$ cat config.mk
export PLATFORM = sky130hd
export DESIGN_NAME = lcell_top
export DESIGN_NICKNAME = d
export VERILOG_FILES = /design/src/rtl/lcell_pkg.sv /design/src/rtl/lcell_regpick.sv /design/src/rtl/lcell_mux.sv /design/src/rtl/lcell_func.sv /design/src/rtl/lcell_top.sv
export SDC_FILE = /design/constraint.sdc
export NUM_CORES = 1
export LEC_CHECK = 0
export BUFFER_PORTS_ARGS = -buffer_cell sky130_fd_sc_hd__buf_2
export CORE_AREA = 2 2 53 55
export DETAILED_ROUTE_END_ITERATION = 6
export DIE_AREA = 0 0 55 57
export GPL_TIMING_DRIVEN = 0
export PLACE_DENSITY = 0.83
export SLEW_MARGIN = 30
export SYNTH_ARGS = -nofsm -noshare
export SYNTH_HDL_FRONTEND = slang
export SYNTH_HIERARCHICAL = 1
export SYNTH_SLANG_ARGS = --single-unit
$ cat constraint.sdc
create_clock -name vclk -period 14.6
set_input_delay 2.92 -clock vclk [all_inputs]
set_output_delay 2.92 -clock vclk [all_outputs]
set_load 0.02 [all_outputs]
$ cat src/rtl/lcell_pkg.sv
package lcell_pkg;

   typedef enum logic [1:0] {
      FN_LUT4   = 2'd0,
      FN_SPLIT  = 2'd1,
      FN_CARRY  = 2'd2,
      FN_PARITY = 2'd3
   } fn_mode_e;

   localparam int unsigned TT_W    = 16;
   localparam int unsigned MODE_W  = 2;
   localparam int unsigned SRC_W   = 3;
   localparam int unsigned N_SRC   = 1 << SRC_W;
   localparam int unsigned N_ROUTE = 4;
   localparam int unsigned N_FIN   = 4;
   localparam int unsigned N_PICK  = 2;

   // function-input source codes
   localparam logic [SRC_W-1:0] FIN_PICK0 = 3'd4;
   localparam logic [SRC_W-1:0] FIN_PICK1 = 3'd5;
   localparam logic [SRC_W-1:0] FIN_ZERO  = 3'd6;
   localparam logic [SRC_W-1:0] FIN_ONE   = 3'd7;

   // routed-output source codes
   localparam logic [SRC_W-1:0] OUT_F1    = 3'd4;
   localparam logic [SRC_W-1:0] OUT_F2    = 3'd5;
   localparam logic [SRC_W-1:0] OUT_PICK0 = 3'd6;
   localparam logic [SRC_W-1:0] OUT_PICK1 = 3'd7;

endpackage

$ cat src/rtl/lcell_regpick.sv
module lcell_regpick #(
   parameter int unsigned NREG  = 9,
   parameter int unsigned SEL_W = 4
) (
   input  logic [NREG-1:0]  regs_i,
   input  logic [SEL_W-1:0] sel_i,
   output logic             bit_o
);

   // out-of-range codes fall through to 0
   always_comb begin
      bit_o = 1'b0;
      for (int k = 0; k < NREG; k++) begin
         if (sel_i == SEL_W'(k)) begin
            bit_o = regs_i[k];
         end
      end
   end

endmodule

$ cat src/rtl/lcell_mux.sv
module lcell_mux #(
   parameter int unsigned SEL_W = 3,
   localparam int unsigned N    = 1 << SEL_W
) (
   input  logic [N-1:0]     src_i,
   input  logic [SEL_W-1:0] sel_i,
   output logic             y_o
);

   assign y_o = src_i[sel_i];

endmodule

$ cat src/rtl/lcell_func.sv
module lcell_func
   import lcell_pkg::*;
#(
   parameter bit XOR_CHAIN = 1'b1
) (
   input  logic [TT_W-1:0] tt_i,
   input  fn_mode_e        mode_i,
   input  logic            a_i,
   input  logic            b_i,
   input  logic            c_i,
   input  logic            d_i,
   input  logic            carry_i,
   output logic            f1_o,
   output logic            f2_o,
   output logic            p_o,
   output logic            g_o,
   output logic            carry_o
);

   logic pp, gg, sum, cy_or, cy_alt;
   logic left3, right3, full4;

   // table halves: upper eight bits form the left LUT
   assign left3  = tt_i[{1'b1, c_i, b_i, a_i}];
   assign right3 = tt_i[{1'b0, d_i, b_i, a_i}];
   assign full4  = tt_i[{d_i, c_i, b_i, a_i}];

   // carry use: upper half split into two 2-input tables
   assign pp    = tt_i[{2'b10, b_i, a_i}];
   assign gg    = tt_i[{2'b11, b_i, a_i}];
   assign sum   = tt_i[{1'b0, carry_i, b_i, a_i}];
   assign cy_or = gg | (pp & carry_i);

   generate
      if (XOR_CHAIN) begin : g_xor_chain
         assign cy_alt = gg ^ (pp & carry_i);
      end else begin : g_or_chain
         assign cy_alt = cy_or;
      end
   endgenerate

   always_comb begin
      f1_o    = 1'b0;
      f2_o    = 1'b0;
      p_o     = 1'b0;
      g_o     = 1'b0;
      carry_o = 1'b0;
      unique case (mode_i)
         FN_LUT4: begin
            f1_o = left3;
            f2_o = full4;
         end
         FN_SPLIT: begin
            f1_o = left3;
            f2_o = right3;
         end
         FN_CARRY: begin
            p_o     = pp;
            g_o     = gg;
            carry_o = cy_or;
            f1_o    = cy_or;
            f2_o    = sum;
         end
         FN_PARITY: begin
            p_o     = pp;
            g_o     = gg;
            carry_o = cy_alt;
            f1_o    = cy_alt;
            f2_o    = sum;
         end
         default: begin
            f1_o = 1'b0;
         end
      endcase
   end

endmodule

$ cat src/rtl/lcell_top.sv
module lcell_top
   import lcell_pkg::*;
#(
   parameter int unsigned NREG      = 9,
   parameter bit          XOR_CHAIN = 1'b1,
   localparam int unsigned RSEL_W   = (NREG > 1) ? $clog2(NREG + 1) : 1,
   localparam int unsigned OSEL_LSB = 0,
   localparam int unsigned RSEL_LSB = OSEL_LSB + N_ROUTE * SRC_W,
   localparam int unsigned ISEL_LSB = RSEL_LSB + N_PICK * RSEL_W,
   localparam int unsigned MODE_LSB = ISEL_LSB + N_FIN * SRC_W,
   localparam int unsigned TT_LSB   = MODE_LSB + MODE_W,
   localparam int unsigned CFG_W    = TT_LSB + TT_W
) (
   input  logic [CFG_W-1:0]   cfg_i,
   input  logic [NREG-1:0]    regs_i,
   input  logic [N_ROUTE-1:0] in_i,
   input  logic               carry_i,
   output logic [N_ROUTE-1:0] out_o,
   output logic               f1_o,
   output logic               f2_o,
   output logic               p_o,
   output logic               g_o,
   output logic               carry_o
);

   generate
      if (NREG < 2 || NREG > 15) begin : g_bad_nreg
         $error("lcell_top: NREG must lie in 2..15");
      end
   endgenerate

   fn_mode_e                  mode;
   logic [TT_W-1:0]           tt;
   logic [N_PICK-1:0]         pick;
   logic [N_FIN-1:0]          fin;
   logic [N_ROUTE*SRC_W-1:0]  osel_w;
   logic [N_SRC-1:0]          fin_src;
   logic [N_SRC-1:0]          out_src;

   assign mode   = fn_mode_e'(cfg_i[MODE_LSB +: MODE_W]);
   assign tt     = cfg_i[TT_LSB +: TT_W];
   assign osel_w = cfg_i[OSEL_LSB +: N_ROUTE*SRC_W];

   // register bit selection
   generate
      for (genvar k = 0; k < N_PICK; k++) begin : g_pick
         lcell_regpick #(
            .NREG  (NREG),
            .SEL_W (RSEL_W)
         ) u_pick (
            .regs_i (regs_i),
            .sel_i  (cfg_i[RSEL_LSB + k*RSEL_W +: RSEL_W]),
            .bit_o  (pick[k])
         );
      end
   endgenerate

   // function-block inputs
   assign fin_src = {1'b1, 1'b0, pick[1], pick[0], in_i};

   generate
      for (genvar k = 0; k < N_FIN; k++) begin : g_fin
         lcell_mux #(.SEL_W(SRC_W)) u_fin (
            .src_i (fin_src),
            .sel_i (cfg_i[ISEL_LSB + k*SRC_W +: SRC_W]),
            .y_o   (fin[k])
         );
      end
   endgenerate

   lcell_func #(.XOR_CHAIN(XOR_CHAIN)) u_func (
      .tt_i    (tt),
      .mode_i  (mode),
      .a_i     (fin[0]),
      .b_i     (fin[1]),
      .c_i     (fin[2]),
      .d_i     (fin[3]),
      .carry_i (carry_i),
      .f1_o    (f1_o),
      .f2_o    (f2_o),
      .p_o     (p_o),
      .g_o     (g_o),
      .carry_o (carry_o)
   );

   // routed outputs toward the next row
   assign out_src = {pick[1], pick[0], f2_o, f1_o, in_i};

   generate
      for (genvar k = 0; k < N_ROUTE; k++) begin : g_out
         lcell_mux #(.SEL_W(SRC_W)) u_out (
            .src_i (out_src),
            .sel_i (osel_w[k*SRC_W +: SRC_W]),
            .y_o   (out_o[k])
         );
      end
   endgenerate

endmodule

==> key figures, run 1 <==
Die
  • Core area: 2620 µm²
  • Row Count: 19
  • IO Count: 73
  • Area of the die: 3140 µm²
  • Die width: 55 µm
  • Die Y: 57 µm
  • Initial Utilization: 0.373

Setup path
  • CP dominant cell by count: mux4_1
  • Delay-heaviest family, CP: multiplexers
  • Crit path arrival time: 7100 ps
  • Buf+Inv Stages, Crit Path: 4
  • Worst Path Max Fanout: 8
  • Worst EP required: 11680 ps
  • Crit Path Class: in -> out
  • Nature of the critical path startpoint: primary input
  • Slowest CP cell: mux4_1
  • Crit path cell chain: buf_2 -> mux4_2 -> a21boi_1 -> a21oi_1 -> mux4_1 -> mux2_2 -> buf_6 -> mux4_1 -> inv_1 -> ha_1 -> nand2_1 -> o21ai_0 -> and2_1 -> o21bai_1 -> mux4_1 -> mux2_2 -> buf_2
  • Setup crit end kind: primary output
  • Slowest cell delay on critical path: 540 ps

Power
  • Int Pwr: 0.0320 mW
  • P_sw: 0.0279 mW
  • Sequential Power Share: 0
  • Clock power frac: 0
  • Logic pwr share: 1.000
  • Tot Pwr: 0.0599 mW
  • Max IR drop VDD: 0.0294 mV
  • Sw Ratio: 0.465
  • PwrDens: 42.7 nW/µm²
  • Leak: 0.719 nW

Logic synthesis
  • Yosys warns: 6
  • Avg Cell Area, Syn: 13.5 µm²
  • Gate Count Post-Synth: 72
  • Share of the synthesized area in the top cell type: 0.539
  • Area contributors post-synth: mux4_1, mux2_2, mux4_2, mux2i_1, a221o_1
  • Syn Std Cell Area: 975 µm²
  • Sequential element share of the synthesized area: 0
  • Post-synth top area cell: mux4_1
  • Synth cell types: 23

Clocking
  • # hold bufs at CTS: 0
  • Post-CTS setup buffers: 0
  • Post-CTS Resized: 0

Layout
  • Most frequent cells in the layout: buf_2, mux4_1, conb_1, mux2_2
  • Util after Layout: 0.536
  • Storage element area: 0 µm²
  • Area growth syn-to-layout: 43.8%
  • Final #Nets: 218
  • Leading cell type in the layout, fill and taps excluded: buf_2
  • # clk buffers: 0
  • Fraction of layout cells with a size suffix above 1: 0.576
  • Antenna cells: 0
  • FF+latch count: 0

STA
  • Sum Neg Setup Slack: 0 ps
  • Post-route minimum period: 10020 ps
  • RSZ-0062 raised after global routing: no
  • Final Hold Viols: 0
  • Max Slew Vio Count: 0
  • Hold WS: 6210 ps
  • Finish-stage setup viols: 0
  • Final Worst Setup Slack: 4580 ps
  • Fmax: 0.0998 GHz
  • Slew @ Worst Pin: 669 ps
  • Fin crit share: 0.686
  • Slew margin rel.: 0.554

Place
  • Final Wtd Congestion: 0.703
  • Dpl hpwl: 2720 µm
  • PortBufs: 73
  • Pre-CTS setup slack: 4570 ps

Routing
  • Final wirelength: 3160 µm
  • Vias: 1088
  • DRC marker count from the first detailed-route iteration: 13
  • Vias/cell: 5.98
  • DR DRC count: 0
  • Routed Antenna Nets: 0
  • TritonRoute pass-1 iters: 4
  • WL per Instance: 17.3 µm

Global routing
  • Vias in the first global route: 1142
  • First-pass GRT wire length: 4750 µm
  • Initial antenna violation count: 0
  • GR Util All Layers: 0.204
  • Largest net degree at the start of global routing: 9
  • Gr ovfl total: 0

Hold path
  • Hold Path Class: in -> out

Job
  • Maxcap violations: 0

Status
  • Status: finished clean
## area by class of cell
cell class / instances / area (µm²)
fillers: 248 / 1210
well taps: 31 / 38.8
multi-input cells: 72 / 967
inverters: 5 / 18.8
repair buffers: 73 / 365
plain buffers: 1 / 11.3
## worst paths after layout
| check | end | cells after the start | slack [ps] | startpoint |
|---|---|---|---|---|
| worst max-delay path | out_o[2] | 17 | 4580 | cfg_i[12] |
| worst min-delay path | out_o[2] | 3 | 6210 | cfg_i[7] |
## layer usage
metal | track usage | up-vias | part of all wire | wire length [µm]
met1 | 0.205 | 514 | 0.35 | 1100
met5 | 0 | - | 0 | 0
li1 | - | 497 | - | -
met4 | 0.0488 | 0 | 0.010 | 32
met2 | 0.412 | 73 | 0.53 | 1680
met3 | 0.0288 | 4 | 0.11 | 345
## logic make-up (layout without fill, tap and decap cells)
kind of cell | Yosys count | count (layout) | share of synthesized area
muxes | 38 | 38 | 0.791
AOI/OAI and AO/OA | 13 | 13 | 0.0950
and+or+nand+nor | 12 | 12 | 0.0629
adders and majority gates | 1 | 1 | 0.0128
other | 2 | 8 | 0.00771
buffers and inverters | 6 | 79 | 0.0308
## through the flow
step           cell area [µm²]  std cells
2_1_floorplan              997         78
3_3_place_gp              1400        182
3_5_place_dp              1400        182
4_1_cts                   1400        182
5_1_grt                   1400        182
6_report                  1400        182
## Yosys cell counts
| library cell | number |
|---|---|
| mux4_1 | 20 |
| mux2_2 | 8 |
| inv_1 | 5 |
| mux2i_1 | 5 |
| mux4_2 | 4 |
| nor2_1 | 4 |
| a31oi_1 | 3 |
| and2_1 | 3 |
| a21boi_1 | 2 |
| a21oi_1 | 2 |
| a221o_1 | 2 |
| conb_1 | 2 |
| nand2_1 | 2 |
| a211o_1 | 1 |
| buf_6 | 1 |
| ha_1 | 1 |
| mux2_4 | 1 |
| nand3_1 | 1 |
| nand4b_1 | 1 |
| nor4_1 | 1 |
| o211ai_1 | 1 |
| o21ai_0 | 1 |
| o21bai_1 | 1 |
## power by group through the flow
| stage | clock network, mW | logic [mW] | registers (mW) |
|---|---|---|---|
| after floorplan | 0 | 0.0375 | 0 |
| after global placement | 0 | 0.0565 | 0 |
| after detailed placement | 0 | 0.0598 | 0 |
| after CTS | 0 | 0.0600 | 0 |
| after global routing | 0 | 0.0651 | 0 |
| final | 0 | 0.0599 | 0 |
Power figures use the tool's default switching activity.
==> run 2, diff against run 1 <==
PLACE_DENSITY = 0.86   (was 0.83)
clock period = 8.2 ns   (was 14.6 ns; I/O delays follow)
==> run 2 against run 1 <==
Global-route usage down 1.8 points. Routed wire length down 6.8%. Design area unchanged. Critical path type unchanged.
==> key figures, run 2 (synthesis results as in run 1) <==
Setup path
  • CP dominant cell by count: mux4_1
  • Worst Setup SP: cfg_i[12]
  • Worst Path Max Fanout: 8
  • Crit path arrival time: 5790 ps
  • Slowest cell delay on critical path: 530 ps
  • Buf+Inv Stages, Crit Path: 3
  • Nature of the critical path startpoint: primary input
  • Worst EP required: 6560 ps
  • Crit Path Class: in -> out
  • Slowest CP cell: mux4_1
  • Crit path cell chain: buf_2 -> mux4_2 -> a21boi_1 -> a21oi_1 -> mux4_1 -> mux2_2 -> buf_6 -> mux4_1 -> nand2_1 -> ha_1 -> nand2_1 -> o21ai_0 -> and2_1 -> o21bai_1 -> mux4_1 -> mux2_2 -> buf_2
  • Delay-heaviest family, CP: multiplexers
  • Setup crit end kind: primary output

Power
  • P_sw: 0.0487 mW
  • Sequential Power Share: 0
  • Logic pwr share: 1.000
  • Max IR drop VDD: 0.0576 mV
  • Clock power frac: 0
  • Sw Ratio: 0.461
  • Tot Pwr: 0.106 mW
  • PwrDens: 75.4 nW/µm²
  • Leak: 0.719 nW
  • Int Pwr: 0.0569 mW

Layout
  • Antenna cells: 0
  • Leading cell type in the layout, fill and taps excluded: buf_2
  • Post-route cell area: 1400 µm²
  • FF+latch count: 0
  • Most frequent cells in the layout: buf_2, mux4_1, conb_1, mux2_2
  • Area growth syn-to-layout: 43.8%
  • Util after Layout: 0.536
  • Final #Nets: 218
  • Storage element area: 0 µm²
  • # clk buffers: 0
  • Fraction of layout cells with a size suffix above 1: 0.576

Die
  • Core area: 2620 µm²
  • IO Count: 73
  • Die width: 55 µm
  • Die Y: 57 µm
  • Area of the die: 3140 µm²
  • Row Count: 19
  • Initial Utilization: 0.373

Global routing
  • Vias in the first global route: 1077
  • First-pass GRT wire length: 4350 µm
  • Gr ovfl total: 0
  • Initial antenna violation count: 0
  • Largest net degree at the start of global routing: 9
  • GR Util All Layers: 0.186

Hold path
  • Worst Hold Launch: cfg_i[10]
  • Hold Path Class: in -> out

STA
  • Post-route minimum period: 7430 ps
  • Slew @ Worst Pin: 545 ps
  • Slew margin rel.: 0.637
  • Finish-stage setup viols: 0
  • Fin crit share: 0.907
  • Max Slew Vio Count: 0
  • Final Hold Viols: 0
  • Fmax: 0.135 GHz
  • RSZ-0062 raised after global routing: no
  • Sum Neg Setup Slack: 0 ps

Routing
  • TritonRoute pass-1 iters: 6
  • Final wirelength: 2940 µm
  • DRC marker count from the first detailed-route iteration: 24
  • Routed Antenna Nets: 0
  • Vias/cell: 5.90
  • WL per Instance: 16.2 µm
  • DR DRC count: 0
  • Vias: 1073

Clocking
  • # hold bufs at CTS: 0
  • Post-CTS Resized: 0
  • Post-CTS setup buffers: 0

Place
  • PortBufs: 73
  • Area post-placement: 1400 µm²
  • Final Wtd Congestion: 0.678
  • Dpl hpwl: 2550 µm

Status
  • Status: finished clean

Job
  • Maxcap violations: 0
==> run 2: cell type report <==
cell class / count / area, µm²
plain buffers: 1 / 11.3
fillers: 236 / 1210
inverters: 5 / 18.8
multi-input cells: 72 / 967
well taps: 31 / 38.8
repair buffers: 73 / 365
==> run 2: worst paths after layout <==
kind | end | cells past startpoint
setup / recovery | out_o[1] | 17
hold / removal | out_o[3] | 3
==> run 2: stage by stage <==
| step | hold slack [ps] | setup slack, ps | std cells |
|---|---|---|---|
| after CTS | 3640 | 749 | 182 |
| after global placement | 3640 | 890 | 182 |
| after floorplan | 3460 | 1090 | 78 |
| final | 3640 | 765 | 182 |
| after global routing | 3650 | 537 | 182 |
| after detailed placement | 3640 | 750 | 182 |
==> run 2: layer usage <==
| metal | up-vias | share of wire | global-route usage |
|---|---|---|---|
| met1 | 504 | 0.34 | 0.188 |
| met2 | 70 | 0.54 | 0.401 |
| met5 | - | 0 | 0 |
| li1 | 495 | - | - |
| met4 | 0 | 0.0065 | 0 |
| met3 | 4 | 0.12 | 0.0157 |
==> run 2: power groups by stage <==
stage	Sequential (mW)	Combinational, mW	Clock (mW)
floorplan	0	0.0668	0
global placement	0	0.100	0
detailed placement	0	0.105	0
CTS	0	0.106	0
global route	0	0.114	0
finish	0	0.106	0
